## src/rtl/irq_arb_pkg.sv

```systemverilog
package irq_arb_pkg;
  localparam int NCLS  = 7;
  localparam int CLS_W = 3;

  typedef enum logic [CLS_W-1:0] {
    CLS_TLZ   = 3'd0,
    CLS_HTICK = 3'd1,
    CLS_VEC   = 3'd2,
    CLS_CPUQ  = 3'd3,
    CLS_DEVQ  = 3'd4,
    CLS_RERR  = 3'd5,
    CLS_SOFT  = 3'd6
  } irq_cls_e;

  // index of the single set bit of a one-hot grant vector
  function automatic logic [CLS_W-1:0] grant_code(logic [NCLS-1:0] oh);
    logic [CLS_W-1:0] c;
    c = '0;
    for (int i = 0; i < NCLS; i++)
      if (oh[i]) c = CLS_W'(i);
    return c;
  endfunction

  function automatic int unsigned pop_cls(logic [NCLS-1:0] v);
    int unsigned n;
    n = 0;
    for (int i = 0; i < NCLS; i++)
      n += {31'd0, v[i]};
    return n;
  endfunction
endpackage

```

## src/rtl/irq_soft_enc.sv

```systemverilog
module irq_soft_enc #(
  parameter int SOFT_W = 16,
  parameter int LVL_W  = $clog2(SOFT_W)
) (
  input  logic [SOFT_W-1:0] softint_i,
  output logic [LVL_W-1:0]  lvl_o,
  output logic              rest_nz_o
);
  // highest set bit among SOFT_W-1..1; bit 0 is never a level
  function automatic logic [LVL_W-1:0] top_level(logic [SOFT_W-1:0] si);
    logic [LVL_W-1:0] l;
    l = '0;
    for (int i = 1; i < SOFT_W; i++)
      if (si[i]) l = LVL_W'(i);
    return l;
  endfunction

  // any level bit besides the chosen one still set
  function automatic logic others_left(logic [SOFT_W-1:0] si, logic [LVL_W-1:0] l);
    logic [SOFT_W-1:0] m;
    m = si;
    m[0] = 1'b0;
    m[l] = 1'b0;
    return |m;
  endfunction

  assign lvl_o     = top_level(softint_i);
  assign rest_nz_o = others_left(softint_i, lvl_o);
endmodule

```

## src/rtl/irq_pend_bank.sv

```systemverilog
module irq_pend_bank
  import irq_arb_pkg::*;
#(
  parameter int N     = NCLS,
  localparam int CNT_W = $clog2(N + 1)
) (
  input  logic         clk,
  input  logic         rst_n,
  input  logic [N-1:0] post_i,
  input  logic [N-1:0] clr_i,
  output logic [N-1:0] flags_o,
  output logic         any_o
);
  logic [N-1:0]     flags_q, flags_n, rise_m, fall_m;
  logic [CNT_W-1:0] cnt_q, cnt_n;

  function automatic logic [CNT_W-1:0] ones(logic [N-1:0] v);
    logic [CNT_W-1:0] n;
    n = '0;
    for (int i = 0; i < N; i++)
      n = n + CNT_W'(v[i]);
    return n;
  endfunction

  // a post wins over a clear of the same class
  assign flags_n = post_i | (flags_q & ~clr_i);
  assign rise_m  = flags_n & ~flags_q;
  assign fall_m  = flags_q & ~flags_n;
  assign cnt_n   = cnt_q + ones(rise_m) - ones(fall_m);

  always_ff @(posedge clk or negedge rst_n) begin
    if (!rst_n) begin
      flags_q <= '0;
      cnt_q   <= '0;
    end else begin
      flags_q <= flags_n;
      cnt_q   <= cnt_n;
    end
  end

  assign flags_o = flags_q;
  assign any_o   = (cnt_q != '0);

  AST_CNT_TRACKS_FLAGS: assert property (@(posedge clk) disable iff (!rst_n)
    cnt_q == CNT_W'($countones(flags_q)));
  AST_POST_STICKS: assert property (@(posedge clk) disable iff (!rst_n)
    |post_i |=> ((flags_q & $past(post_i)) == $past(post_i)));
  AST_CLR_ONLY_PENDING: assert property (@(posedge clk) disable iff (!rst_n)
    (clr_i & ~flags_q) == '0);
endmodule

```

## src/rtl/irq_pick.sv

```systemverilog
module irq_pick
  import irq_arb_pkg::*;
#(
  parameter int LVL_W     = 4,
  parameter int VEC_SPLIT = 6
) (
  input  logic              clk,
  input  logic              rst_n,
  input  logic [NCLS-1:0]   flags_i,
  input  logic              hpriv_i,
  input  logic              ie_i,
  input  logic              tlz_ok_i,
  input  logic [LVL_W-1:0]  lvl_i,
  input  logic              rest_nz_i,
  input  logic [LVL_W-1:0]  pil_i,
  output logic [NCLS-1:0]   grant_o,
  output logic [NCLS-1:0]   clr_o
);
  localparam int I_TLZ  = int'(CLS_TLZ);
  localparam int I_HT   = int'(CLS_HTICK);
  localparam int I_VEC  = int'(CLS_VEC);
  localparam int I_CPU  = int'(CLS_CPUQ);
  localparam int I_DEV  = int'(CLS_DEVQ);
  localparam int I_RERR = int'(CLS_RERR);
  localparam int I_SOFT = int'(CLS_SOFT);
  localparam logic [LVL_W-1:0] SPLIT = LVL_W'(VEC_SPLIT);

  logic soft_low, soft_hi;
  assign soft_low = flags_i[I_SOFT] && (lvl_i < SPLIT) && flags_i[I_VEC];
  assign soft_hi  = flags_i[I_SOFT] && (lvl_i > pil_i);

  always_comb begin
    grant_o = '0;
    if (hpriv_i) begin
      if (ie_i) begin
        if (flags_i[I_HT])       grant_o[I_HT]  = 1'b1;
        else if (flags_i[I_VEC]) grant_o[I_VEC] = 1'b1;
      end
    end else if (flags_i[I_TLZ] && tlz_ok_i) begin
      grant_o[I_TLZ] = 1'b1;
    end else if (flags_i[I_HT]) begin
      grant_o[I_HT] = 1'b1;
    end else if (ie_i) begin
      if (flags_i[I_CPU])       grant_o[I_CPU]  = 1'b1;
      else if (flags_i[I_DEV])  grant_o[I_DEV]  = 1'b1;
      else if (soft_low)        grant_o[I_VEC]  = 1'b1;
      else if (soft_hi)         grant_o[I_SOFT] = 1'b1;
      else if (flags_i[I_RERR]) grant_o[I_RERR] = 1'b1;
    end
  end

  always_comb begin
    clr_o = grant_o;
    clr_o[I_SOFT] = grant_o[I_SOFT] & ~rest_nz_i;
  end

  AST_ONE_GRANT: assert property (@(posedge clk) disable iff (!rst_n)
    $onehot0(grant_o));
  AST_HPRIV_LIMIT: assert property (@(posedge clk) disable iff (!rst_n)
    hpriv_i |-> (grant_o[I_TLZ] | grant_o[I_CPU] | grant_o[I_DEV] |
                 grant_o[I_RERR] | grant_o[I_SOFT]) == 1'b0);
  AST_SOFT_ABOVE_PIL: assert property (@(posedge clk) disable iff (!rst_n)
    grant_o[I_SOFT] |-> (lvl_i > pil_i));
  AST_IE_GATES_QUEUES: assert property (@(posedge clk) disable iff (!rst_n)
    !ie_i |-> (grant_o[I_CPU] | grant_o[I_DEV] | grant_o[I_RERR] |
               grant_o[I_SOFT] | grant_o[I_VEC]) == 1'b0);
endmodule

```

## src/rtl/irq_arbiter.sv

```systemverilog
module irq_arbiter
  import irq_arb_pkg::*;
#(
  parameter int TL_W      = 3,
  parameter int SOFT_W    = 16,
  parameter int VEC_SPLIT = 6,
  localparam int LVL_W    = $clog2(SOFT_W)
) (
  input  logic              clk,
  input  logic              rst_n,
  input  logic [NCLS-1:0]   post_i,
  input  logic              hpriv_i,
  input  logic              ie_i,
  input  logic              tlz_en_i,
  input  logic [TL_W-1:0]   tl_i,
  input  logic [SOFT_W-1:0] softint_i,
  input  logic [LVL_W-1:0]  pil_i,
  output logic              any_pend_o,
  output logic              take_o,
  output logic [CLS_W-1:0]  take_cls_o,
  output logic [LVL_W-1:0]  take_lvl_o
);
  logic [NCLS-1:0]  flags, grant, clr;
  logic [LVL_W-1:0] soft_lvl;
  logic             rest_nz, tlz_ok, grant_any;

  assign tlz_ok    = tlz_en_i && (tl_i == '0);
  assign grant_any = |grant;

  irq_soft_enc #(.SOFT_W(SOFT_W), .LVL_W(LVL_W)) u_enc (
    .softint_i (softint_i),
    .lvl_o     (soft_lvl),
    .rest_nz_o (rest_nz)
  );

  irq_pend_bank #(.N(NCLS)) u_bank (
    .clk     (clk),
    .rst_n   (rst_n),
    .post_i  (post_i),
    .clr_i   (clr),
    .flags_o (flags),
    .any_o   (any_pend_o)
  );

  irq_pick #(.LVL_W(LVL_W), .VEC_SPLIT(VEC_SPLIT)) u_pick (
    .clk       (clk),
    .rst_n     (rst_n),
    .flags_i   (flags),
    .hpriv_i   (hpriv_i),
    .ie_i      (ie_i),
    .tlz_ok_i  (tlz_ok),
    .lvl_i     (soft_lvl),
    .rest_nz_i (rest_nz),
    .pil_i     (pil_i),
    .grant_o   (grant),
    .clr_o     (clr)
  );

  always_ff @(posedge clk or negedge rst_n) begin
    if (!rst_n) begin
      take_o     <= 1'b0;
      take_cls_o <= '0;
      take_lvl_o <= '0;
    end else begin
      take_o     <= grant_any;
      take_cls_o <= grant_code(grant);
      take_lvl_o <= grant[int'(CLS_SOFT)] ? soft_lvl : '0;
    end
  end

  AST_TAKE_FOLLOWS_GRANT: assert property (@(posedge clk) disable iff (!rst_n)
    grant_any |=> take_o);
  AST_TLZ_NEEDS_LEVEL0: assert property (@(posedge clk) disable iff (!rst_n)
    grant[int'(CLS_TLZ)] |-> (tl_i == '0 && tlz_en_i && !hpriv_i));
endmodule

```

## config.mk

```make
export PLATFORM = sky130hd
export DESIGN_NAME = irq_arbiter
export DESIGN_NICKNAME = d
export VERILOG_FILES = /design/src/rtl/irq_arb_pkg.sv /design/src/rtl/irq_soft_enc.sv /design/src/rtl/irq_pend_bank.sv /design/src/rtl/irq_pick.sv /design/src/rtl/irq_arbiter.sv
export SDC_FILE = /design/constraint.sdc
export NUM_CORES = 1
export LEC_CHECK = 0
export BUFFER_PORTS_ARGS = -buffer_cell sky130_fd_sc_hd__buf_4
export CAP_MARGIN = 20
export CORE_ASPECT_RATIO = 1.5
export CORE_MARGIN = 3
export CORE_UTILIZATION = 25
export CTS_BUF_LIST = sky130_fd_sc_hd__clkbuf_16
export CTS_CLUSTER_DIAMETER = 100
export DETAILED_ROUTE_END_ITERATION = 8
export PLACE_DENSITY_LB_ADDON = 0.25
export SETUP_SLACK_MARGIN = 0.4
export SLEW_MARGIN = 20
export SYNTH_ARGS = -nofsm -noshare
export SYNTH_HDL_FRONTEND = slang
export SYNTH_SLANG_ARGS = --single-unit
export TNS_END_PERCENT = 10
```

## constraint.sdc

```tcl
create_clock -name clk -period 15.3 [get_ports clk]
set_input_delay 0.765 -clock clk [delete_from_list [all_inputs] [get_ports clk]]
set_output_delay 0.765 -clock clk [all_outputs]
set_load 0.02 [all_outputs]
```

Yosys cells after proc, flatten, opt, wreduce, memory -nomap -nowiden

Cells that the tools add are included.

Register bits after elaboration: 18
Output and inout bits: 9
Logic and storage cells: 90

$add $sub $neg: 14
Order comparisons: 4
Multiplexer cells: 46
Bitwise logic cells: 11
Reduce and logical (&&, ||, !) cells: 10

Operator list:

| kind               | count |
|---|---|
| $mux 4             | 10 |
| $add 3x1->3        | 10 |
| $mux 3             | 9 |
| $and 7x7->7        | 3 |
| $not 7->7          | 3 |
| $and 16x16->16     | 1 |
| $mux 1             | 16 |
| $not 16->16        | 1 |
| $reduce_or 16->1   | 1 |
| $mux 2             | 7 |
| $mux 5             | 2 |
| $or 7x7->7         | 1 |
| $reduce_or 7->1    | 1 |
| $logic_and 1x1->1  | 6 |
| $mux 6             | 1 |
| $lt 4x5->1 const B | 1 |
| $add 1x1->2        | 2 |
| $demux 1 s4        | 1 |
| $ge 4x1->1 const B | 1 |
| $gt 4x4->1         | 1 |
| $lt 4x3->1 const B | 1 |
| $add 3x3->3        | 1 |
| $logic_not 3->1    | 1 |
| $reduce_bool 3->1  | 1 |
| 3 further kinds    | 3 |

Longest topological paths before layout

Depth in word-level cells: 38
Depth in mapped cells: 24
Depth with buffers taken out: 23

By module

From an unflattened synthesis, not the netlist that was laid out.

Cells, all modules: 174
Area total of the unflattened synthesis: 1604.0 um^2

Modules (own cells, without submodules):

| module        | instances | cells an instance | area an instance (um^2) |
|---|---|---|---|
| irq_pend_bank | 1         | 68                | 730.7 |
| irq_soft_enc  | 1         | 46                | 296.5 |
| irq_arbiter   | 1         | 22                | 292.8 |
| irq_pick      | 1         | 38                | 284.0 |

Least setup slack after synthesis

Ideal clock, no wire load.

Kind: input -> register
Start point: in softint_i[5]
End point: reg u_bank.cnt_q[2]
Data arrival time: 6.263 ns
Path slack: 8.957 ns
Stages on the path: 22
Path through: clkbuf_2 > o311ai_0 > a21o_1 > ha_1 > nor2b_1 > o211ai_1 > a21o_1 > o2111ai_2 > or2_2 > fa_1 > inv_1 > fa_1 > inv_1 > fa_1 > inv_1 > fa_1 > inv_1 > fa_1 > fa_1 > xnor2_1 > xnor2_1 > xnor2_1

Cells in the longest elaborated chain, start to end: 32

RTL lines:

| element                                    | RTL line                                 | RTL |
|---|---|---|
| start: declaration                         | irq_arbiter.sv:16                        | `input logic [SOFT_W-1:0] softint_i,` |
| $mux 3 (3 in a row)                        | irq_soft_enc.sv:14                       | `if (si[i]) l = LVL_W'(i);` |
| $mux 4 (8 in a row)                        | irq_soft_enc.sv:14                       |  |
| $lt 4x3->1                                 | irq_pick.sv:29                           | `assign soft_low = flags_i[I_SOFT] && (lvl_i < SPLIT) && flags_i[I_VEC];` |
| $logic_and 1x1->1 (2 in a row)             | irq_pick.sv:29                           |  |
| $mux 1                                     | irq_pick.sv:46                           | `else if (soft_low) grant_o[I_VEC] = 1'b1;` |
| $mux 1                                     | irq_pick.sv:45                           | `else if (flags_i[I_DEV]) grant_o[I_DEV] = 1'b1;` |
| $mux 1                                     | irq_pick.sv:44                           | `if (flags_i[I_CPU]) grant_o[I_CPU] = 1'b1;` |
| $mux 5                                     | irq_pick.sv:43                           | `end else if (ie_i) begin` |
| [4 not listed]                             | --                                       |  |
| $and 7x7->7 (*)                            | irq_pend_bank.sv:26                      | `assign flags_n = post_i \| (flags_q & ~clr_i);` |
| $or 7x7->7 (*)                             | irq_pend_bank.sv:26                      |  |
| $and 7x7->7 or $not 7->7 (tied branches)   | irq_pend_bank.sv:27, irq_pend_bank.sv:28 |  |
| $add 3x1->3 or $and 7x7->7 (tied branches) | irq_pend_bank.sv:21, irq_pend_bank.sv:28 |  |
| $add 3x1->3 (4 in a row)                   | irq_pend_bank.sv:21                      | `n = n + CNT_W'(v[i]);` |
| $add 3x3->3 or $add 3x1->3 (tied branches) | irq_pend_bank.sv:29, irq_pend_bank.sv:21 |  |
| $sub 3x3->3 (*)                            | irq_pend_bank.sv:29                      | `assign cnt_n = cnt_q + ones(rise_m) - ones(fall_m);` |
| via u_bank.cnt_n[2]                        | irq_pend_bank.sv:15                      | `logic [CNT_W-1:0] cnt_q, cnt_n;` |
| end signal: assignment                     | irq_pend_bank.sv:37                      | `cnt_q <= cnt_n;` |
| end: declaration                           | irq_pend_bank.sv:15                      |  |

The timed path passes the listed nets; every way through them passes the cells marked *.

Worst setup path in the final report

Same ends and word-level chain as after synthesis.

==> run metrics <==
status=finished clean; core area=6310 sq um; NumNets Final=281; R2R setup slack=9470 ps; first-pass GRT wire length=7.47 mm; CP Class=primary input to register; GRT overflow=0; Slowest-stage cell, CP=o311ai_0; vias in the first global route=1608; Startpoint Class=primary input; HP Class=primary input to asynchronous set/reset pin; # setup viols final=0; final worst path period share=0.432; post-synth top area share=0.270; clock sinks=18; initial antenna violation count=0; placed insts=298; clock tree buffer depth=2; number of buffers added for setup after CTS=0; max-slew violations=0; CP delay by family, top=adder cells; clock latency at the later pin of the worst-skew pair=250 ps; crit path capture type=register; Slew @ Worst Pin=867 ps; peak supply drop=0.0000429 V; Worst Setup SP=softint_i[5]; worst setup margin=8700 ps; Die ar.=7710 sq um; largest net degree at the start of global routing=19; DRC violations left=0; Final Instance Count excl. Fillers=302; initial core utilization=0.264; RR Startpoint=u_bank.flags_o[1]; sequential share of the synthesized area=0.270; RSZ-0062 raised after global routing=false; synthesized flop and latch total=18; worst reg2reg endpoint=u_bank.cnt_q[2]; vias per inst=5.06; drt pass-1 iters=4; die width=72.7 um; post-synth cell types=53; dpl hpwl=3.62 mm; relative slew slack=0.415; Mapped Cells=185; Synth area leaders=dfrtp_1 27%, fa_1 13%, inv_1 5.2%, ha_1 4.5%, nor2_1 4.1%; Required @ worst endpoint=15480 ps; R2R depth=18; CTS buffer count=3; H-tree levels=1; CTS tree=built; final wirelength=4.36 mm; root buf cell=clkbuf_16; Area growth syn-to-layout=28.0%; cell taking the most area after synthesis=dfrtp_1; synthesized area=1670 sq um; Worst-path clk slew=60 ps; Tmin final=6600 ps; via count=1528; CP max stage delay=760 ps; Rows=35; Resized Gates After CTS=0; Mapped Avg Cell Area=9.02 sq um; Hold Violations, Final=0; CP most frequent cell=fa_1; DR iter-0 viols=44; antenna-violating nets left=0; layout cells sized above 1=0.263; port buffer count=42; fmax=151 MHz; synthesized net count=237; crit path max fanout=8; leakage power=0.944 nW; worst clock skew=4.38 ps; CP Data Arrival Time=6780 ps; critical path depth=22; # hold bufs at CTS=0; Placer Congestion=0.797; Power per Cell Area=108 nW/um^2; diodes inserted=0; Die H=106 um; post-DR wirelength/cell=14.4 um; maxcap violations=0; io pins=44; total track usage=0.123; crit-path cells=buf_4 > o311ai_0 > a21o_1 > ha_1 > nor2b_1 > o211ai_1 > a21o_1 > o2111ai_2 > or2_2 > fa_1 > inv_1 > fa_1 > inv_1 > fa_1 > inv_1 > fa_1 > inv_1 > fa_1 > fa_1 > xnor2_1 > xnor2_1 > xnor2_1; Setup TNS=0 ps; CP Capture Point=u_bank.cnt_q[2]; pre-CTS WS=8410 ps; Buf/Inv on CP=5; warning count from the yosys run=0
## flip-flops by register name, summed over array words and instances, names as in the netlist
signal          flops
u_bank.flags_o      7
take_lvl_o          4
take_cls_o          3
u_bank.cnt_q        3
take_o              1
## cells in the final DEF (no fill, tap or decap), types with 2 or more instances in the layout
cell type	netlist	routed
buf_4	0	42
inv_1	23	23
nor2_1	18	18
dfrtp_1	18	18
fa_1	11	11
nor2b_1	10	10
a21oi_1	8	8
nand2_1	7	7
o21ai_0	6	6
a21o_1	6	6
ha_1	6	6
nand2b_1	5	5
nand3_1	5	5
or2_2	4	4
xnor2_1	4	4
nand4_1	3	3
or3_1	3	3
o211ai_1	3	3
nor3_1	3	3
clkbuf_16	0	3
or4_4	2	2
nor4_1	2	2
o21bai_1	2	2
a221oi_1	2	2
or4_1	2	2
o22ai_1	2	2
a211oi_1	2	2
## Yosys cell counts, drive strengths merged
master	instances
nand3	5
nor3b	1
xnor2	4
o22ai	2
or4	5
buf	1
inv	24
o21ai	6
a21o	7
a221oi	2
mux2i	1
nand4	3
nor4b	1
o211ai	4
nand2	7
clkbuf	2
a211oi	2
a21boi	1
a211o	1
or2	4
nor4	2
nor2	19
nand3b	1
a21oi	8
fa	11
o31a	1
dfrtp	18
o41a	1
and2b	1
a32o	1
nor2b	10
a32oi	1
ha	6
o311ai	1
nand2b	5
and3	1
nand4bb	1
o21bai	2
a2111oi	2
o2111ai	1
a41oi	1
o21a	1
nor3	3
o22a	1
or3	3
## cell type report
cell class | count | area, sq um
clock buffers | 3 | 75.1
clock inverters | 1 | 3.75
inverters | 24 | 90.1
fillers | 710 | 4170
repair buffers | 42 | 315
well taps | 74 | 92.6
flip-flops and latches | 18 | 450
multi-input cells | 140 | 1110
## power breakdown
part           switching [mW]  internal (mW)
combinational          0.0609         0.0569
clock                  0.0200         0.0349
sequential            0.00364         0.0552
## how the worst min path moves through the flow
stage / from / slack (ps) / end
after detailed placement: u_bank.flags_o[5] / 530 / u_bank.flags_o[5]
final: rst_n / 370 / u_bank.cnt_q[0]
after floorplan: rst_n / 470 / take_cls_o[0]
after global routing: rst_n / 400 / u_bank.cnt_q[0]
after global placement: u_bank.flags_o[5] / 510 / u_bank.flags_o[5]
after CTS: rst_n / 380 / u_bank.flags_o[0]
## stage by stage
| step | hold slack (ps) | util | power (mW) | cell area (sq um) |
|---|---|---|---|---|
| after floorplan | 469 | - | 0.146 | 1670 |
| after global placement | 514 | 0.326 | 0.178 | 2060 |
| after detailed placement | 529 | 0.326 | 0.180 | 2060 |
| after CTS | 384 | 0.338 | 0.237 | 2130 |
| after global routing | 396 | 0.338 | 0.255 | 2130 |
| final | 373 | 0.338 | 0.231 | 2130 |
## kinds of logic (layout without fill, tap and decap cells)
| kind of cell | after synthesis | count (layout) | synth area share |
|---|---|---|---|
| AOI/OAI and AO/OA | 46 | 46 | 0.214 |
| muxes | 1 | 1 | 0.00600 |
| buffers and inverters | 27 | 70 | 0.0660 |
| xor gates and xnor gates | 4 | 4 | 0.0210 |
| adders and majority gates | 17 | 17 | 0.177 |
| and+or+nand+nor | 72 | 72 | 0.246 |
| DFF | 18 | 18 | 0.270 |
## metal layers
layer	vias to the layer above	track usage	routed length [um]
met3	8	0.0104	196
met2	42	0.220	2380
li1	747	-	-
met4	0	0.0594	100
met1	731	0.142	1680
met5	-	0	0
(Power assumes the default switching activity.)
